===== src/rtl/cfgr_pkg.sv =====
package cfgr_pkg;

    typedef enum logic [1:0] {
        LEN_B1  = 2'd0,
        LEN_B2  = 2'd1,
        LEN_B4  = 2'd2,
        LEN_B4X = 2'd3
    } cfg_len_e;

    typedef struct packed {
        logic [7:0] bus;
        logic [7:0] devfn;
        logic [7:0] offset;
    } cfg_addr_t;

    typedef struct packed {
        logic        ack;
        logic [31:0] rdata;
    } rsp_state_t;

    localparam logic [7:0] SEC_BUS_OFS  = 8'h19;
    localparam logic [7:0] WIDE_BUS_OFS = 8'h18;

    // read data returned for an access that reaches no function
    function automatic logic [31:0] miss_fill(cfg_len_e len);
        case (len)
            LEN_B1:  return 32'h0000_00FF;
            LEN_B2:  return 32'h0000_FFFF;
            default: return 32'hFFFF_FFFF;
        endcase
    endfunction

endpackage


===== src/rtl/cfgr_bus_match.sv =====
module cfgr_bus_match #(
    parameter int NUM_BRIDGE = 2,
    parameter int SEGW       = 2
) (
    input  logic [7:0]              bus,
    input  logic [NUM_BRIDGE*8-1:0] sec_bus,
    output logic                    seg_hit,
    output logic [SEGW-1:0]         seg_idx
);

    always_comb begin
        seg_hit = 1'b0;
        seg_idx = '0;
        if (bus == 8'h00) begin
            seg_hit = 1'b1;
        end else begin
            // walk from the top so the lowest bridge index is written last
            for (int k = NUM_BRIDGE - 1; k >= 0; k--) begin
                if (sec_bus[k*8 +: 8] == bus) begin
                    seg_hit = 1'b1;
                    seg_idx = SEGW'(k + 1);
                end
            end
        end
    end

endmodule


===== src/rtl/cfgr_func_decode.sv =====
module cfgr_func_decode #(
    parameter int                    NUM_FUNC   = 6,
    parameter int                    SEGW       = 2,
    parameter logic [NUM_FUNC*4-1:0] FUNC_SEG   = '0,
    parameter logic [NUM_FUNC*8-1:0] FUNC_DEVFN = '0,
    parameter logic [7:0]            DEVFN_MIN  = 8'h00
) (
    input  logic                seg_hit,
    input  logic [SEGW-1:0]     seg_idx,
    input  logic [7:0]          devfn,
    output logic [NUM_FUNC-1:0] hit_vec
);

    localparam logic [7:0] AUTO_TAG = 8'hFF;

    // per function: bit 8 = placed, bits 7:0 = device/function number
    function automatic logic [NUM_FUNC*9-1:0] place_all();
        logic [NUM_FUNC*9-1:0] r;
        logic                  found;
        logic                  taken;
        r = '0;
        for (int i = 0; i < NUM_FUNC; i++) begin
            if (FUNC_DEVFN[i*8 +: 8] != AUTO_TAG)
                r[i*9 +: 9] = {1'b1, FUNC_DEVFN[i*8 +: 8]};
        end
        for (int i = 0; i < NUM_FUNC; i++) begin
            if (FUNC_DEVFN[i*8 +: 8] == AUTO_TAG) begin
                found = 1'b0;
                for (int d = int'(DEVFN_MIN); d < 256; d += 8) begin
                    if (!found) begin
                        taken = 1'b0;
                        for (int j = 0; j < NUM_FUNC; j++) begin
                            if (r[j*9 + 8] && FUNC_SEG[j*4 +: 4] == FUNC_SEG[i*4 +: 4]
                                && r[j*9 +: 8] == 8'(d))
                                taken = 1'b1;
                        end
                        if (!taken) begin
                            r[i*9 +: 9] = {1'b1, 8'(d)};
                            found = 1'b1;
                        end
                    end
                end
            end
        end
        return r;
    endfunction

    localparam logic [NUM_FUNC*9-1:0] PLACED = place_all();

    logic [NUM_FUNC-1:0] match;

    for (genvar i = 0; i < NUM_FUNC; i++) begin : g_fn
        assign match[i] = seg_hit && PLACED[i*9 + 8]
                       && (FUNC_SEG[i*4 +: 4] == 4'(seg_idx))
                       && (devfn == PLACED[i*9 +: 8]);
    end

    // keep the select one-hot even if a map places two functions alike
    always_comb begin
        hit_vec = '0;
        for (int i = NUM_FUNC - 1; i >= 0; i--) begin
            if (match[i]) begin
                hit_vec    = '0;
                hit_vec[i] = 1'b1;
            end
        end
    end

endmodule


===== src/rtl/cfgr_bridge_snoop.sv =====
module cfgr_bridge_snoop
    import cfgr_pkg::*;
#(
    parameter int                      NUM_BRIDGE  = 2,
    parameter int                      NUM_FUNC    = 6,
    parameter logic [NUM_BRIDGE*4-1:0] BRIDGE_FUNC = '0
) (
    input  logic                    clk,
    input  logic                    rst_n,
    input  logic                    wr_fire,
    input  logic [NUM_FUNC-1:0]     hit_vec,
    input  logic [7:0]              offset,
    input  cfg_len_e                len,
    input  logic [15:0]             wdata,
    output logic [NUM_BRIDGE*8-1:0] sec_bus
);

    typedef struct packed {
        logic [NUM_BRIDGE-1:0][7:0] sec;
    } snoop_state_t;

    snoop_state_t state_d, state_q;
    logic [NUM_BRIDGE-1:0] bridge_hit;

    for (genvar k = 0; k < NUM_BRIDGE; k++) begin : g_br
        localparam int FIDX = int'(BRIDGE_FUNC[k*4 +: 4]);
        assign bridge_hit[k] = hit_vec[FIDX];
        assign sec_bus[k*8 +: 8] = state_q.sec[k];
    end

    always_comb begin
        state_d = state_q;
        for (int k = 0; k < NUM_BRIDGE; k++) begin
            if (wr_fire && bridge_hit[k]) begin
                if (offset == SEC_BUS_OFS)
                    state_d.sec[k] = wdata[7:0];
                else if (offset == WIDE_BUS_OFS && len != LEN_B1)
                    state_d.sec[k] = wdata[15:8];
            end
        end
    end

    always_ff @(posedge clk or negedge rst_n) begin
        if (!rst_n) state_q <= '0;
        else        state_q <= state_d;
    end

    AST_SEC_HOLD_IDLE: assert property (@(posedge clk) disable iff (!rst_n)
        !wr_fire |=> $stable(sec_bus));
    AST_SEC_BYTE_LOW_OFS: assert property (@(posedge clk) disable iff (!rst_n)
        (wr_fire && offset == WIDE_BUS_OFS && len == LEN_B1) |=> $stable(sec_bus));
    AST_SEC_OTHER_OFS: assert property (@(posedge clk) disable iff (!rst_n)
        (wr_fire && offset != WIDE_BUS_OFS && offset != SEC_BUS_OFS) |=> $stable(sec_bus));

endmodule


===== src/rtl/cfgr_router.sv =====
module cfgr_router
    import cfgr_pkg::*;
#(
    parameter int                      NUM_BRIDGE  = 2,
    parameter int                      NUM_FUNC    = 6,
    parameter logic [7:0]              DEVFN_MIN   = 8'h10,
    parameter logic [NUM_FUNC*4-1:0]   FUNC_SEG    = {4'd2, 4'd1, 4'd1, 4'd0, 4'd0, 4'd0},
    parameter logic [NUM_FUNC*8-1:0]   FUNC_DEVFN  = {8'h00, 8'h10, 8'hFF, 8'h09, 8'h08, 8'h00},
    parameter logic [NUM_BRIDGE*4-1:0] BRIDGE_FUNC = {4'd4, 4'd1}
) (
    input  logic                   clk,
    input  logic                   rst_n,
    input  logic                   req_valid,
    input  logic                   req_write,
    input  logic [23:0]            req_addr,
    input  logic [1:0]             req_len,
    input  logic [31:0]            req_wdata,
    output logic [NUM_FUNC-1:0]    tgt_sel,
    output logic                   tgt_write,
    output logic [7:0]             tgt_offset,
    output logic [1:0]             tgt_len,
    output logic [31:0]            tgt_wdata,
    input  logic [NUM_FUNC*32-1:0] tgt_rdata,
    output logic                   rsp_ack,
    output logic [31:0]            rsp_rdata
);

    localparam int SEGW = (NUM_BRIDGE + 1 > 1) ? $clog2(NUM_BRIDGE + 1) : 1;

    cfg_addr_t             addr;
    cfg_len_e              len;
    logic                  seg_hit;
    logic [SEGW-1:0]       seg_idx;
    logic [NUM_FUNC-1:0]   hit_vec;
    logic [NUM_BRIDGE*8-1:0] sec_bus;
    logic                  wr_fire;
    logic [31:0]           sel_rdata;
    rsp_state_t            state_d, state_q;

    assign addr = cfg_addr_t'(req_addr);
    assign len  = cfg_len_e'(req_len);

    cfgr_bus_match #(
        .NUM_BRIDGE (NUM_BRIDGE),
        .SEGW       (SEGW)
    ) u_bus_match (
        .bus     (addr.bus),
        .sec_bus (sec_bus),
        .seg_hit (seg_hit),
        .seg_idx (seg_idx)
    );

    cfgr_func_decode #(
        .NUM_FUNC   (NUM_FUNC),
        .SEGW       (SEGW),
        .FUNC_SEG   (FUNC_SEG),
        .FUNC_DEVFN (FUNC_DEVFN),
        .DEVFN_MIN  (DEVFN_MIN)
    ) u_func_decode (
        .seg_hit (seg_hit),
        .seg_idx (seg_idx),
        .devfn   (addr.devfn),
        .hit_vec (hit_vec)
    );

    assign wr_fire = req_valid && req_write && (|hit_vec);

    cfgr_bridge_snoop #(
        .NUM_BRIDGE  (NUM_BRIDGE),
        .NUM_FUNC    (NUM_FUNC),
        .BRIDGE_FUNC (BRIDGE_FUNC)
    ) u_snoop (
        .clk     (clk),
        .rst_n   (rst_n),
        .wr_fire (wr_fire),
        .hit_vec (hit_vec),
        .offset  (addr.offset),
        .len     (len),
        .wdata   (req_wdata[15:0]),
        .sec_bus (sec_bus)
    );

    // pass-through to the register files
    assign tgt_sel    = req_valid ? hit_vec : '0;
    assign tgt_write  = req_write;
    assign tgt_offset = addr.offset;
    assign tgt_len    = req_len;
    assign tgt_wdata  = req_wdata;

    always_comb begin
        sel_rdata = '0;
        for (int f = 0; f < NUM_FUNC; f++) begin
            if (hit_vec[f]) sel_rdata |= tgt_rdata[f*32 +: 32];
        end
    end

    always_comb begin
        state_d       = '0;
        state_d.ack   = req_valid;
        if (req_valid && !req_write)
            state_d.rdata = (|hit_vec) ? sel_rdata : miss_fill(len);
    end

    always_ff @(posedge clk or negedge rst_n) begin
        if (!rst_n) state_q <= '0;
        else        state_q <= state_d;
    end

    assign rsp_ack   = state_q.ack;
    assign rsp_rdata = state_q.rdata;

    AST_ACK_NEXT: assert property (@(posedge clk) disable iff (!rst_n)
        req_valid |=> rsp_ack);
    AST_NO_SPURIOUS_ACK: assert property (@(posedge clk) disable iff (!rst_n)
        !req_valid |=> !rsp_ack);
    AST_SEL_ONEHOT: assert property (@(posedge clk) disable iff (!rst_n)
        $onehot0(tgt_sel));
    AST_SEL_NEEDS_SEG: assert property (@(posedge clk) disable iff (!rst_n)
        (tgt_sel != '0) |-> seg_hit);
    AST_MISS_READ_FILL: assert property (@(posedge clk) disable iff (!rst_n)
        (req_valid && !req_write && tgt_sel == '0) |=> rsp_rdata[7:0] == 8'hFF);
    AST_IDLE_RDATA_ZERO: assert property (@(posedge clk) disable iff (!rst_n)
        !rsp_ack |-> rsp_rdata == 32'h0);

endmodule


===== config.mk =====
export PLATFORM = sky130hd
export DESIGN_NAME = cfgr_router
export DESIGN_NICKNAME = d
export VERILOG_FILES = /design/src/rtl/cfgr_pkg.sv /design/src/rtl/cfgr_bus_match.sv /design/src/rtl/cfgr_func_decode.sv /design/src/rtl/cfgr_bridge_snoop.sv /design/src/rtl/cfgr_router.sv
export SDC_FILE = /design/constraint.sdc
export NUM_CORES = 1
export LEC_CHECK = 0
export BUFFER_PORTS_ARGS = -buffer_cell sky130_fd_sc_hd__buf_4
export CORE_AREA = 2 2 131 133
export CTS_BUF_LIST = sky130_fd_sc_hd__clkbuf_16
export CTS_CLUSTER_SIZE = 16
export DETAILED_ROUTE_END_ITERATION = 8
export DIE_AREA = 0 0 133 135
export PLACE_DENSITY = 0.58
export SETUP_SLACK_MARGIN = 0.05
export SLEW_MARGIN = 10
export SYNTH_ARGS = -nofsm -noshare
export SYNTH_HDL_FRONTEND = slang
export SYNTH_SLANG_ARGS = --single-unit

===== constraint.sdc =====
create_clock -name clk -period 8.05 [get_ports clk]
set_clock_uncertainty 0.2 [all_clocks]
set_input_delay 1.61 -clock clk [delete_from_list [all_inputs] [get_ports clk]]
set_output_delay 1.61 -clock clk [all_outputs]
set_load 0.01 [all_outputs]

==> impl_metrics.env <==
export IMPL_switching_share_pct=24.6
export IMPL_portBuffers=303
export IMPL_r2r_start="u_snoop.sec_bus[10]"
export IMPL_synth_seq_area_share_pct=33.2
export IMPL_synth_area_per_cell_um2=9.53
export IMPL_postLayoutSetupSlackWorst_ns=1.87
export IMPL_drc=0
export IMPL_synth_edf_count=0
export IMPL_p_per_area_mw_per_mm2=110
export IMPL_yosys_top_cells_area="dfrtp_1, buf_4, a222oi_1"
export IMPL_yosys_warnings=0
export IMPL_grt_max_degree=50
export IMPL_antenna_cells=0
export IMPL_worst_setup_path_start_kind="input port"
export IMPL_clockPowerShare_pct=37.4
export IMPL_ys_async_sr_fraction_pct=100
export IMPL_io_pins=336
export IMPL_die_x_um=133
export IMPL_overflow=0
export IMPL_p_seq_share_pct=38.7
export IMPL_p_switching_mw=0.162
export IMPL_ant_nets=0
export IMPL_grt_pass1_vias=4519
export IMPL_vias=4306
export IMPL_yosys_area_top_type="dfrtp_1"
export IMPL_max_clock_freq_mhz=162
export IMPL_grt_pass1_wl_mm=26.2
export IMPL_firstDrtPassIters=7
export IMPL_p_int_mw=0.498
export IMPL_insertion_delay_ns=0.30
export IMPL_regToRegSetupSlack_ns=4.66
export IMPL_vias_per_cell=5.05
export IMPL_worstMarginPinSlew_ns=1.19
export IMPL_irDropWorstVdd_mv=0.0658
export IMPL_outcome="finished, final reports clean"
export IMPL_synth_main_ff_cell="dfrtp_1"
export IMPL_start_util_pct=22.5
export IMPL_finalNetCount=886
export IMPL_numCtsBuffers=5
export IMPL_syn_inst=387
export IMPL_routed_wl_mm=17.8
export IMPL_cts_root_buf="clkbuf_16"
export IMPL_crit_type="input port to primary output"
export IMPL_end_kind="primary output"
export IMPL_die_height_um=135
export IMPL_finalCriticalPeriod_ns=6.18
export IMPL_hold_buffers=0
export IMPL_grt_use_total_pct=19.0
export IMPL_yosysMostFrequentCell="dfrtp_1"
export IMPL_synth_top_area_share_pct=33.2
export IMPL_h_tree_depth=2
export IMPL_leakage_nw=2.81
export IMPL_syn2layout_area_growth_pct=63.3
export IMPL_worst_path_max_fanout=22
export IMPL_cts_setup_buffers=0
export IMPL_clk_transition_reported_paths_ns=0.07
export IMPL_coreArea_mm2=0.0164
export IMPL_timing_hold_violations_final=0
export IMPL_cp_required_ns=6.24
export IMPL_drive_above_1_share_pct=55.6
export IMPL_cts_max_path_buffers=2
export IMPL_r2r_cells=6
export IMPL_period_share_pct=76.8
export IMPL_synth_distinct_cells=41
export IMPL_place_gp_congestion=0.821
export IMPL_critPathArrivalTime_ns=4.37
export IMPL_dp_slack_ns=1.83
export IMPL_maxCapViolations=0
export IMPL_total_power_mw=0.660
export IMPL_dp_hpwl_mm=14.0
export IMPL_synth_area_mm2=0.00369
export IMPL_clkSinkCount=49
export IMPL_final_cells=853
export IMPL_synth_ff_latch_count=49
export IMPL_combPwrFrac_pct=23.9
export IMPL_rsz0062_at_grt="no"
export IMPL_reg2reg_to="rsp_rdata[23]"
export IMPL_postSynthNetCount=641
export IMPL_final_core_util_pct=36.7
export IMPL_hold_class="flip-flop to flip-flop"
export IMPL_rows=47
export IMPL_cp_endpoint="tgt_sel[3]"
export IMPL_setup_viol=0
export IMPL_dp_cells=844
export IMPL_ctsResizeCount=0
export IMPL_final_max_slew_violation_count=0
export IMPL_synth_common_cells="dfrtp_1, buf_4, nand2_1, a222oi_1, and3_1"
export IMPL_cts_tree="done"
export IMPL_fin_setup_tns_ns=0
export IMPL_drt_iter0_drc=357
export IMPL_max_slew_margin_pct=20.4
export IMPL_wl_per_cell_um=20.9
export IMPL_die_area_mm2=0.0180
export IMPL_startpoint="req_addr[13]"
export IMPL_antenna_found_initial=0
## sequential cells by signal (all words and copies together), names as in the netlist
name / flops
rsp_rdata: 32
rsp_ack: 1
u_snoop.sec_bus: 16
## worst min path at each step
stage,slack [ns],endpoint,depth (start not counted),from
finish,0.32,u_snoop.sec_bus[7],1,u_snoop.sec_bus[7]
global route,0.34,u_snoop.sec_bus[7],1,u_snoop.sec_bus[7]
CTS,0.33,u_snoop.sec_bus[7],1,u_snoop.sec_bus[7]
detailed placement,0.31,u_snoop.sec_bus[7],1,u_snoop.sec_bus[7]
global placement,0.30,u_snoop.sec_bus[7],1,u_snoop.sec_bus[7]
floorplan,0.28,u_snoop.sec_bus[7],1,u_snoop.sec_bus[7]
## final cells by class
| class | instances | area, um2 |
|---|---|---|
| Fill cell | 1679 | 10400 |
| Timing Repair Buffer | 309 | 2330 |
| Multi-Input combinational cell | 266 | 2020 |
| Sequential cell | 49 | 1230 |
| Tap cell | 220 | 275 |
| Clock buffer | 5 | 125 |
| Clock inverter | 3 | 41.3 |
| Inverter | 1 | 3.75 |
## worst max-delay path, cell delays in order
cell and delay, ns:
buf_4 0.11, or3_1 0.41, a21oi_1 0.31, and3_1 0.82, nor2b_1 0.76, and2_1 0.23
buf_4 0.12
## power by group through the flow
stage | Sequential (mW) | Combinational, mW | Clock [mW]
2_1_floorplan | 0.264 | 0.0414 | 0
3_3_place_gp | 0.260 | 0.158 | 0
3_5_place_dp | 0.261 | 0.159 | 0
4_1_cts | 0.256 | 0.159 | 0.255
5_1_grt | 0.256 | 0.169 | 0.260
6_report | 0.256 | 0.158 | 0.247
## layer usage
metal / GRT usage, % / wire, um
met3: 3.90 / 1310
met4: 5.56 / 282
met5: 0 / 0
met2: 33.6 / 9100
met1: 23.5 / 7150
## kinds of logic (layout without fill, tap and decap cells)
kind of cell    Yosys count  after routing  synth area share [%]
compound gates          124            124                  27.9
buf+inv                  72            318                  12.4
mux                      24             24                  7.33
xor+xnor                 16             16                  3.80
simple gates            102            102                  15.3
flops                    49             49                  33.2
## placed cells by master (no fill, tap or decap), drive strengths merged
master    synthesis  routed
buf              60     309
dfrtp            49      49
nand2            37      37
a222oi           32      32
and3             24      24
mux2             24      24
a22oi            21      21
o21a             21      21
a31oi            21      21
a41oi            12      12
o21ai            11      11
xor2              9       9
xnor2             7       7
nand3             7       7
nor2              7       7
and2              6       6
nor4              6       6
clkbuf           11       5
nand4             4       4
nor3              4       4
a21oi             3       3
inv               1       1
or3               1       1
and2b             1       1
a2111oi           1       1
or4               1       1
nand2b            1       1
nor2b             1       1
a31o              1       1
and4              1       1
nor4b             1       1
o311ai            1       1
bufinv            0       1
clkinvlp          0       1
clkinv            0       1
## metrics by stage
stage | hold slack, ns | area [um2]
global placement | 0.303 | 5840
global route | 0.341 | 6020
finish | 0.319 | 6020
detailed placement | 0.309 | 5840
CTS | 0.325 | 6010
floorplan | 0.278 | 3690
Power figures use the tool's default switching activity.
